<file path="config.mk">
export PLATFORM = sky130hd
export DESIGN_NAME = vdp_cpu_port
export DESIGN_NICKNAME = d
export VERILOG_FILES = /design/src/rtl/vdp_port_pkg.sv /design/src/rtl/vdp_cmd_decode.sv /design/src/rtl/vdp_access_unit.sv /design/src/rtl/vdp_colour_expand.sv /design/src/rtl/vdp_dot_locate.sv /design/src/rtl/vdp_cpu_port.sv
export SDC_FILE = /design/constraint.sdc
export NUM_CORES = 1
export LEC_CHECK = 0
export BUFFER_PORTS_ARGS = -buffer_cell sky130_fd_sc_hd__buf_2
export CAP_MARGIN = 20
export CORE_MARGIN = 4
export CORE_UTILIZATION = 46
export CTS_BUF_LIST = sky130_fd_sc_hd__clkbuf_4 sky130_fd_sc_hd__clkbuf_8 sky130_fd_sc_hd__clkbuf_16
export DETAILED_ROUTE_END_ITERATION = 10
export PLACE_DENSITY = 0.87
export SYNTH_ARGS = -nofsm -noshare
export SYNTH_HDL_FRONTEND = slang
export SYNTH_SLANG_ARGS = --single-unit
export TNS_END_PERCENT = 20
</file>
<file path="constraint.sdc">
create_clock -name clk -period 3.38 [get_ports clk]
set_input_delay 0.507 -clock clk [delete_from_list [all_inputs] [get_ports clk]]
set_output_delay 0.507 -clock clk [all_outputs]
set_load 0.02 [all_outputs]
</file>
<file path="src/rtl/vdp_port_pkg.sv">
package vdp_port_pkg;

   typedef enum logic [1:0] {
      ACC_NONE  = 2'd0,
      ACC_READ  = 2'd1,
      ACC_WRITE = 2'd2
   } acc_kind_e;

   typedef enum logic [1:0] {
      CMD_VRD  = 2'b00,
      CMD_VWR  = 2'b01,
      CMD_REG  = 2'b10,
      CMD_CRAM = 2'b11
   } cmd_code_e;

endpackage

</file>
<file path="src/rtl/vdp_cmd_decode.sv">
module vdp_cmd_decode
   import vdp_port_pkg::*;
#(
   parameter int ADDR_W = 14
) (
   input  logic              clk,
   input  logic              rst_n,
   input  logic              cpu_wr,
   input  logic              cpu_rd,
   input  logic              cpu_ctrl,
   input  logic [7:0]        cpu_wdata,
   output logic              ptr_load,
   output logic [ADDR_W-1:0] ptr_value,
   output logic              tgt_load,
   output logic              tgt_cram,
   output logic              req_valid,
   output acc_kind_e         req_kind,
   output logic              buf_load,
   output logic [7:0]        buf_value
);
   localparam int HI_W = ADDR_W - 8;

   logic       second_q;
   logic [7:0] low_q;
   logic       ctrl_wr, data_wr, data_rd, complete;
   cmd_code_e  code;

   always_comb begin
      ctrl_wr   = cpu_wr & cpu_ctrl;
      data_wr   = cpu_wr & ~cpu_ctrl;
      data_rd   = cpu_rd & ~cpu_ctrl;
      complete  = ctrl_wr & second_q;
      code      = cmd_code_e'(cpu_wdata[7:6]);
      ptr_load  = complete && (code != CMD_REG);
      ptr_value = {cpu_wdata[HI_W-1:0], low_q};
      tgt_load  = ptr_load;
      tgt_cram  = (code == CMD_CRAM);
      req_valid = (complete && (code == CMD_VRD)) || data_wr || data_rd;
      req_kind  = data_wr ? ACC_WRITE : ACC_READ;
      buf_load  = data_wr;
      buf_value = cpu_wdata;
   end

   always_ff @(posedge clk) begin
      if (!rst_n) begin
         second_q <= 1'b0;
         low_q    <= '0;
      end else if (ctrl_wr) begin
         if (!second_q) begin
            low_q    <= cpu_wdata;
            second_q <= 1'b1;
         end else begin
            second_q <= 1'b0;
         end
      end else if (cpu_rd || data_wr) begin
         second_q <= 1'b0;
      end
   end

endmodule

</file>
<file path="src/rtl/vdp_access_unit.sv">
module vdp_access_unit
   import vdp_port_pkg::*;
#(
   parameter int ADDR_W = 14,
   parameter int COL_W  = 9
) (
   input  logic              clk,
   input  logic              rst_n,
   input  logic              ptr_load,
   input  logic [ADDR_W-1:0] ptr_value,
   input  logic              tgt_load,
   input  logic              tgt_cram,
   input  logic              req_valid,
   input  acc_kind_e         req_kind,
   input  logic              buf_load,
   input  logic [7:0]        buf_value,
   input  logic              slot_valid,
   input  logic [COL_W-1:0]  slot_column,
   input  logic [COL_W-1:0]  min_column,
   input  logic [7:0]        vram_rdata,
   output logic              do_vram_write,
   output logic              do_cram_write,
   output logic              do_read,
   output logic [ADDR_W-1:0] ptr,
   output logic [7:0]        rab
);
   acc_kind_e queue_q;
   logic      cram_sel_q;
   logic      rd_pend_q;
   logic      fire;

   always_comb begin
      fire          = slot_valid && (slot_column >= min_column) && (queue_q != ACC_NONE);
      do_read       = fire && (queue_q == ACC_READ);
      do_vram_write = fire && (queue_q == ACC_WRITE) && !cram_sel_q;
      do_cram_write = fire && (queue_q == ACC_WRITE) && cram_sel_q;
   end

   always_ff @(posedge clk) begin
      if (!rst_n) begin
         queue_q    <= ACC_NONE;
         ptr        <= '0;
         cram_sel_q <= 1'b0;
         rd_pend_q  <= 1'b0;
         rab        <= '0;
      end else begin
         if (req_valid)
            queue_q <= req_kind;
         else if (fire)
            queue_q <= ACC_NONE;

         if (ptr_load)
            ptr <= ptr_value;
         else if (fire)
            ptr <= ptr + ADDR_W'(1);

         if (tgt_load)
            cram_sel_q <= tgt_cram;

         rd_pend_q <= do_read;

         if (buf_load)
            rab <= buf_value;
         else if (rd_pend_q)
            rab <= vram_rdata;
      end
   end

endmodule

</file>
<file path="src/rtl/vdp_colour_expand.sv">
module vdp_colour_expand #(
   parameter bit NONLINEAR_BLUE = 1'b1
) (
   input  logic [5:0]  code,
   output logic [23:0] rgb
);
   function automatic logic [7:0] lin_level(input logic [1:0] v);
      return {v, v, v, v};
   endfunction

   logic [7:0] blue;

   generate
      if (NONLINEAR_BLUE) begin : g_blue_curve
         always_comb begin
            case (code[5:4])
               2'd0:    blue = 8'd0;
               2'd1:    blue = 8'd104;
               2'd2:    blue = 8'd170;
               default: blue = 8'd255;
            endcase
         end
      end else begin : g_blue_linear
         always_comb blue = lin_level(code[5:4]);
      end
   endgenerate

   always_comb rgb = {lin_level(code[1:0]), lin_level(code[3:2]), blue};

endmodule

</file>
<file path="src/rtl/vdp_dot_locate.sv">
module vdp_dot_locate #(
   parameter int COL_W       = 9,
   parameter int ROW_W       = 9,
   parameter int LINE_CYCLES = 342,
   parameter int FRAME_LINES = 262,
   parameter int OUTPUT_LAG  = 11
) (
   input  logic [ROW_W-1:0] row_in,
   input  logic [COL_W-1:0] col_in,
   output logic [ROW_W-1:0] row_out,
   output logic [COL_W-1:0] col_out
);
   localparam logic [COL_W-1:0] LAG      = COL_W'(OUTPUT_LAG);
   localparam logic [COL_W-1:0] WRAP_ADD = COL_W'(LINE_CYCLES - OUTPUT_LAG);
   localparam logic [ROW_W-1:0] LAST_ROW = ROW_W'(FRAME_LINES - 1);

   always_comb begin
      if (col_in >= LAG) begin
         col_out = col_in - LAG;
         row_out = row_in;
      end else begin
         col_out = col_in + WRAP_ADD;
         row_out = (row_in == '0) ? LAST_ROW : row_in - ROW_W'(1);
      end
   end

endmodule

</file>
<file path="src/rtl/vdp_cpu_port.sv">
module vdp_cpu_port
   import vdp_port_pkg::*;
#(
   parameter int ADDR_W         = 14,
   parameter int CRAM_IDX_W     = 5,
   parameter int COL_W          = 9,
   parameter int ROW_W          = 9,
   parameter int LINE_CYCLES    = 342,
   parameter int FRAME_LINES    = 262,
   parameter int OUTPUT_LAG     = 11,
   parameter bit NONLINEAR_BLUE = 1'b1
) (
   input  logic                  clk,
   input  logic                  rst_n,
   input  logic                  cpu_wr,
   input  logic                  cpu_rd,
   input  logic                  cpu_ctrl,
   input  logic [7:0]            cpu_wdata,
   output logic [7:0]            cpu_rdata,
   input  logic                  slot_valid,
   input  logic [COL_W-1:0]      slot_column,
   input  logic [COL_W-1:0]      min_column,
   input  logic [ROW_W-1:0]      out_row,
   input  logic [COL_W-1:0]      out_column,
   output logic                  vram_we,
   output logic                  vram_re,
   output logic [ADDR_W-1:0]     vram_addr,
   output logic [7:0]            vram_wdata,
   input  logic [7:0]            vram_rdata,
   output logic                  cram_we,
   output logic [CRAM_IDX_W-1:0] cram_idx,
   output logic [23:0]           cram_rgb,
   output logic                  dot_valid,
   output logic [ROW_W-1:0]      dot_row,
   output logic [COL_W-1:0]      dot_column
);
   generate
      if (ADDR_W < 9 || ADDR_W > 14) begin : g_bad_addr
         $error("ADDR_W must lie in 9..14");
      end
      if (CRAM_IDX_W < 1 || CRAM_IDX_W > ADDR_W) begin : g_bad_idx
         $error("CRAM_IDX_W must lie in 1..ADDR_W");
      end
      if (LINE_CYCLES > (1 << COL_W) || OUTPUT_LAG >= LINE_CYCLES) begin : g_bad_line
         $error("line length or lag does not fit COL_W");
      end
      if (FRAME_LINES > (1 << ROW_W) || FRAME_LINES < 2) begin : g_bad_frame
         $error("FRAME_LINES does not fit ROW_W");
      end
   endgenerate

   logic              ptr_load, tgt_load, tgt_cram, req_valid, buf_load;
   logic [ADDR_W-1:0] ptr_value, ptr;
   acc_kind_e         req_kind;
   logic [7:0]        buf_value, rab;
   logic              do_vram_write, do_cram_write, do_read;

   vdp_cmd_decode #(.ADDR_W(ADDR_W)) u_decode (
      .clk       (clk),
      .rst_n     (rst_n),
      .cpu_wr    (cpu_wr),
      .cpu_rd    (cpu_rd),
      .cpu_ctrl  (cpu_ctrl),
      .cpu_wdata (cpu_wdata),
      .ptr_load  (ptr_load),
      .ptr_value (ptr_value),
      .tgt_load  (tgt_load),
      .tgt_cram  (tgt_cram),
      .req_valid (req_valid),
      .req_kind  (req_kind),
      .buf_load  (buf_load),
      .buf_value (buf_value)
   );

   vdp_access_unit #(.ADDR_W(ADDR_W), .COL_W(COL_W)) u_access (
      .clk           (clk),
      .rst_n         (rst_n),
      .ptr_load      (ptr_load),
      .ptr_value     (ptr_value),
      .tgt_load      (tgt_load),
      .tgt_cram      (tgt_cram),
      .req_valid     (req_valid),
      .req_kind      (req_kind),
      .buf_load      (buf_load),
      .buf_value     (buf_value),
      .slot_valid    (slot_valid),
      .slot_column   (slot_column),
      .min_column    (min_column),
      .vram_rdata    (vram_rdata),
      .do_vram_write (do_vram_write),
      .do_cram_write (do_cram_write),
      .do_read       (do_read),
      .ptr           (ptr),
      .rab           (rab)
   );

   vdp_colour_expand #(.NONLINEAR_BLUE(NONLINEAR_BLUE)) u_colour (
      .code (rab[5:0]),
      .rgb  (cram_rgb)
   );

   vdp_dot_locate #(
      .COL_W       (COL_W),
      .ROW_W       (ROW_W),
      .LINE_CYCLES (LINE_CYCLES),
      .FRAME_LINES (FRAME_LINES),
      .OUTPUT_LAG  (OUTPUT_LAG)
   ) u_dot (
      .row_in  (out_row),
      .col_in  (out_column),
      .row_out (dot_row),
      .col_out (dot_column)
   );

   always_comb begin
      cpu_rdata  = rab;
      vram_we    = do_vram_write;
      vram_re    = do_read;
      vram_addr  = ptr;
      vram_wdata = rab;
      cram_we    = do_cram_write;
      cram_idx   = ptr[CRAM_IDX_W-1:0];
      dot_valid  = do_cram_write;
   end

endmodule

</file>
==> flow_summary.toml <==
[finish]
fill_cells = 508
drive_gt1_share_pct = 35.6
multi_input_area_mm2 = 0.00158
final_cell_mix = "buf_2 (139), nand2_1 (37), dfxtp_1 (35), o21ai_0 (29), inv_1 (21)"
fin_area_mm2 = 0.00326
nets = 517
area_growth_pct = 21.6
final_common_cell = "buf_2"
ff_latch_area_um2 = 701
antenna_cells = 0

[place]
dpl.hpwl_mm = 5.84
place_area_mm2 = 0.00317
numPortBuffers = 138
place_congestion = 0.913

[sta]
worstMarginPinSlew_ps = 576
fin_crit_ps = 2880
max_freq_mhz = 348
tns_ps = 0
hold_viol = 0
skew_ps = 10.9
finalCritPeriodShare_pct = 85.1
finalSetupViolCount = 0
rsz0062_at_grt = "false"
maxSlewViolCount = 0
relSlewSlack_pct = 61.6

[logic_synthesis]
synth_area_leaders = "dfxtp_1 (26%), buf_4 (9.8%), ha_1 (6.1%), o21ai_0 (5.4%), nand2_1 (5.2%)"
syn_area_per_cell_um2 = 7.76
yosys_warnings = 0
synth_cells = 346
seq_area_frac_synth_pct = 26.1
syn_area_mm2 = 0.00268
ys_async_sr_fraction_pct = 0
synth_edf_count = 0
syn_nets = 417
synth_top_area_cell = "dfxtp_1"
synth_top_area_share_pct = 26.1
ys.flop_type = "dfxtp_1"
ys_ff_latch = 35
synth_cell_type_count = 48

[pwr]
leakage_nw = 1.56
finalPower_mw = 1.07
irDropWorstVdd_v = 0.000193
power_per_cell_area_mw_per_mm2 = 327

[global_routing]
grt_util_met1_pct = 24.1
gr-max-usage-layer = "met2"
grtUsageMet2_pct = 34.9
antenna_found_initial = 0
track_usage_pct = 19.9
met3_usage_pct = 3.83
grt_pass1_wl_mm = 12.0
grt.overflow.total = 0
grt_max_degree = 32
grt_pass1_vias = 2639

[worst_setup_path]
critical_path_arrival_ps = 2370
critPathKind = "in2out"
rr_worst_depth = 5
cp.required_ps = 2870
rrSetupSlack_ps = 1270
end_kind = "primary output"
cp-start-kind = "input pin"
crit_fanout = 6

[floorplanning]
start_util_pct = 48.1
dieArea_mm2 = 0.00712
rows = 27
dieWidth_um = 84.4
core_region_area_mm2 = 0.00557
ios = 139
die_h_um = 84.4

[clocking]
cts_buffers = 5
holdBufCountCts = 0
cts_htree_levels = 2
cts_tree = "yes"
cts_root_buf = "clkbuf_8"
ctsResizeCount = 0
clkTransAtPathRegs_ps = 60
cts.sinks = 35
post_cts_buffers = 0
ctsLongestPathBuffers = 2
clk-insertion-delay-late_ps = 300

[worst_hold_path]
hold_depth = 2
min-delay-path-class = "reg2reg"

[run_status]
run_status = "complete, no violations"

[detailed_routing]
dr.pass1.iters = 5
drtAntennaViolNets = 0
drt_iter0_markers = 202
drc_errors = 0
wl_per_cell_um = 14.2
wl_mm = 7.37
vias = 2841
viasPerCell = 5.47

[job]
cap_viol_max_count = 0
## stage by stage
stage / std cells / hold slack, ps / util (%) / setup WS, ps
2_1_floorplan: 346 / 433 / - / 368
3_3_place_gp: 510 / 450 / 56.9 / 537
3_5_place_dp: 510 / 456 / 56.9 / 503
4_1_cts: 518 / 465 / 58.5 / 501
5_1_grt: 519 / 480 / 58.6 / 373
6_report: 519 / 460 / 58.6 / 505
## cell type report
| class | instances | share of cell area [%] |
|---|---|---|
| multi-input cells | 240 | 48.5 |
| repair buffers | 142 | 22.0 |
| flip-flops and latches | 35 | 21.5 |
| well taps | 72 | 2.76 |
| inverters | 22 | 2.53 |
| clock buffers | 6 | 2.34 |
| clock inverters | 2 | 0.383 |
## Yosys cell counts (all sizes together), types with 3 or more instances
library cell / n
xnor2: 7
o31ai: 7
nand4: 5
a21boi: 9
nand2: 38
or3: 8
nor2: 15
xor2: 3
o211a: 3
mux2i: 10
and4: 3
nor4: 4
buf: 38
a31oi: 10
nor3: 10
a21oi: 7
dfxtp: 35
clkbuf: 11
nand2b: 4
o211ai: 3
a211oi: 9
or4: 8
and2: 3
or2: 4
ha: 13
nand3: 10
inv: 21
o21ai: 30
## metal layers
| metal | vias up | wire length [um] |
|---|---|---|
| met5 | - | 0 |
| met4 | 0 | 178 |
| met3 | 13 | 597 |
| met2 | 134 | 3650 |
| met1 | 1282 | 2940 |
| li1 | 1412 | - |
## registers in the layout, indices dropped and copies added (netlist names)
signal and count:
u_decode.low_q 8, u_decode.second_q 1, u_access.ptr 14, u_access.rd_pend_q 1, u_access.queue_q 2, u_access.cram_sel_q 1
u_access.rab 8
## final timing paths
kind	endpoint	from
max	dot_row[6]	out_column[0]
min reg2reg	u_decode.low_q[5]	u_decode.low_q[5]
min	u_decode.low_q[5]	u_decode.low_q[5]
max reg2reg	u_access.ptr[13]	u_access.ptr[3]
## kinds of logic after synthesis
| kind of cell | after synthesis | synth area share, % |
|---|---|---|
| xor+xnor | 10 | 3.26 |
| buf+inv | 71 | 14.9 |
| mux | 11 | 4.15 |
| simple gates | 116 | 22.7 |
| flops | 35 | 26.1 |
| fa+ha+maj | 13 | 6.06 |
| compound gates | 90 | 22.9 |
## critical path, stage by stage
cell and delay (ps):
buf_2 130, ha_1 220, a211o_1 280, a2111oi_4 420, nand2_2 120, nor3b_2 190, mux2_2 340, buf_2 160
## where the power goes
| group | total [mW] | switching [mW] | internal [mW] |
|---|---|---|---|
| combinational | 0.305 | 0.192 | 0.113 |
| clock | 0.315 | 0.163 | 0.152 |
| sequential | 0.448 | 0.0189 | 0.430 |
| total | 1.07 | 0.374 | 0.695 |
Power figures use the tool's default switching activity.
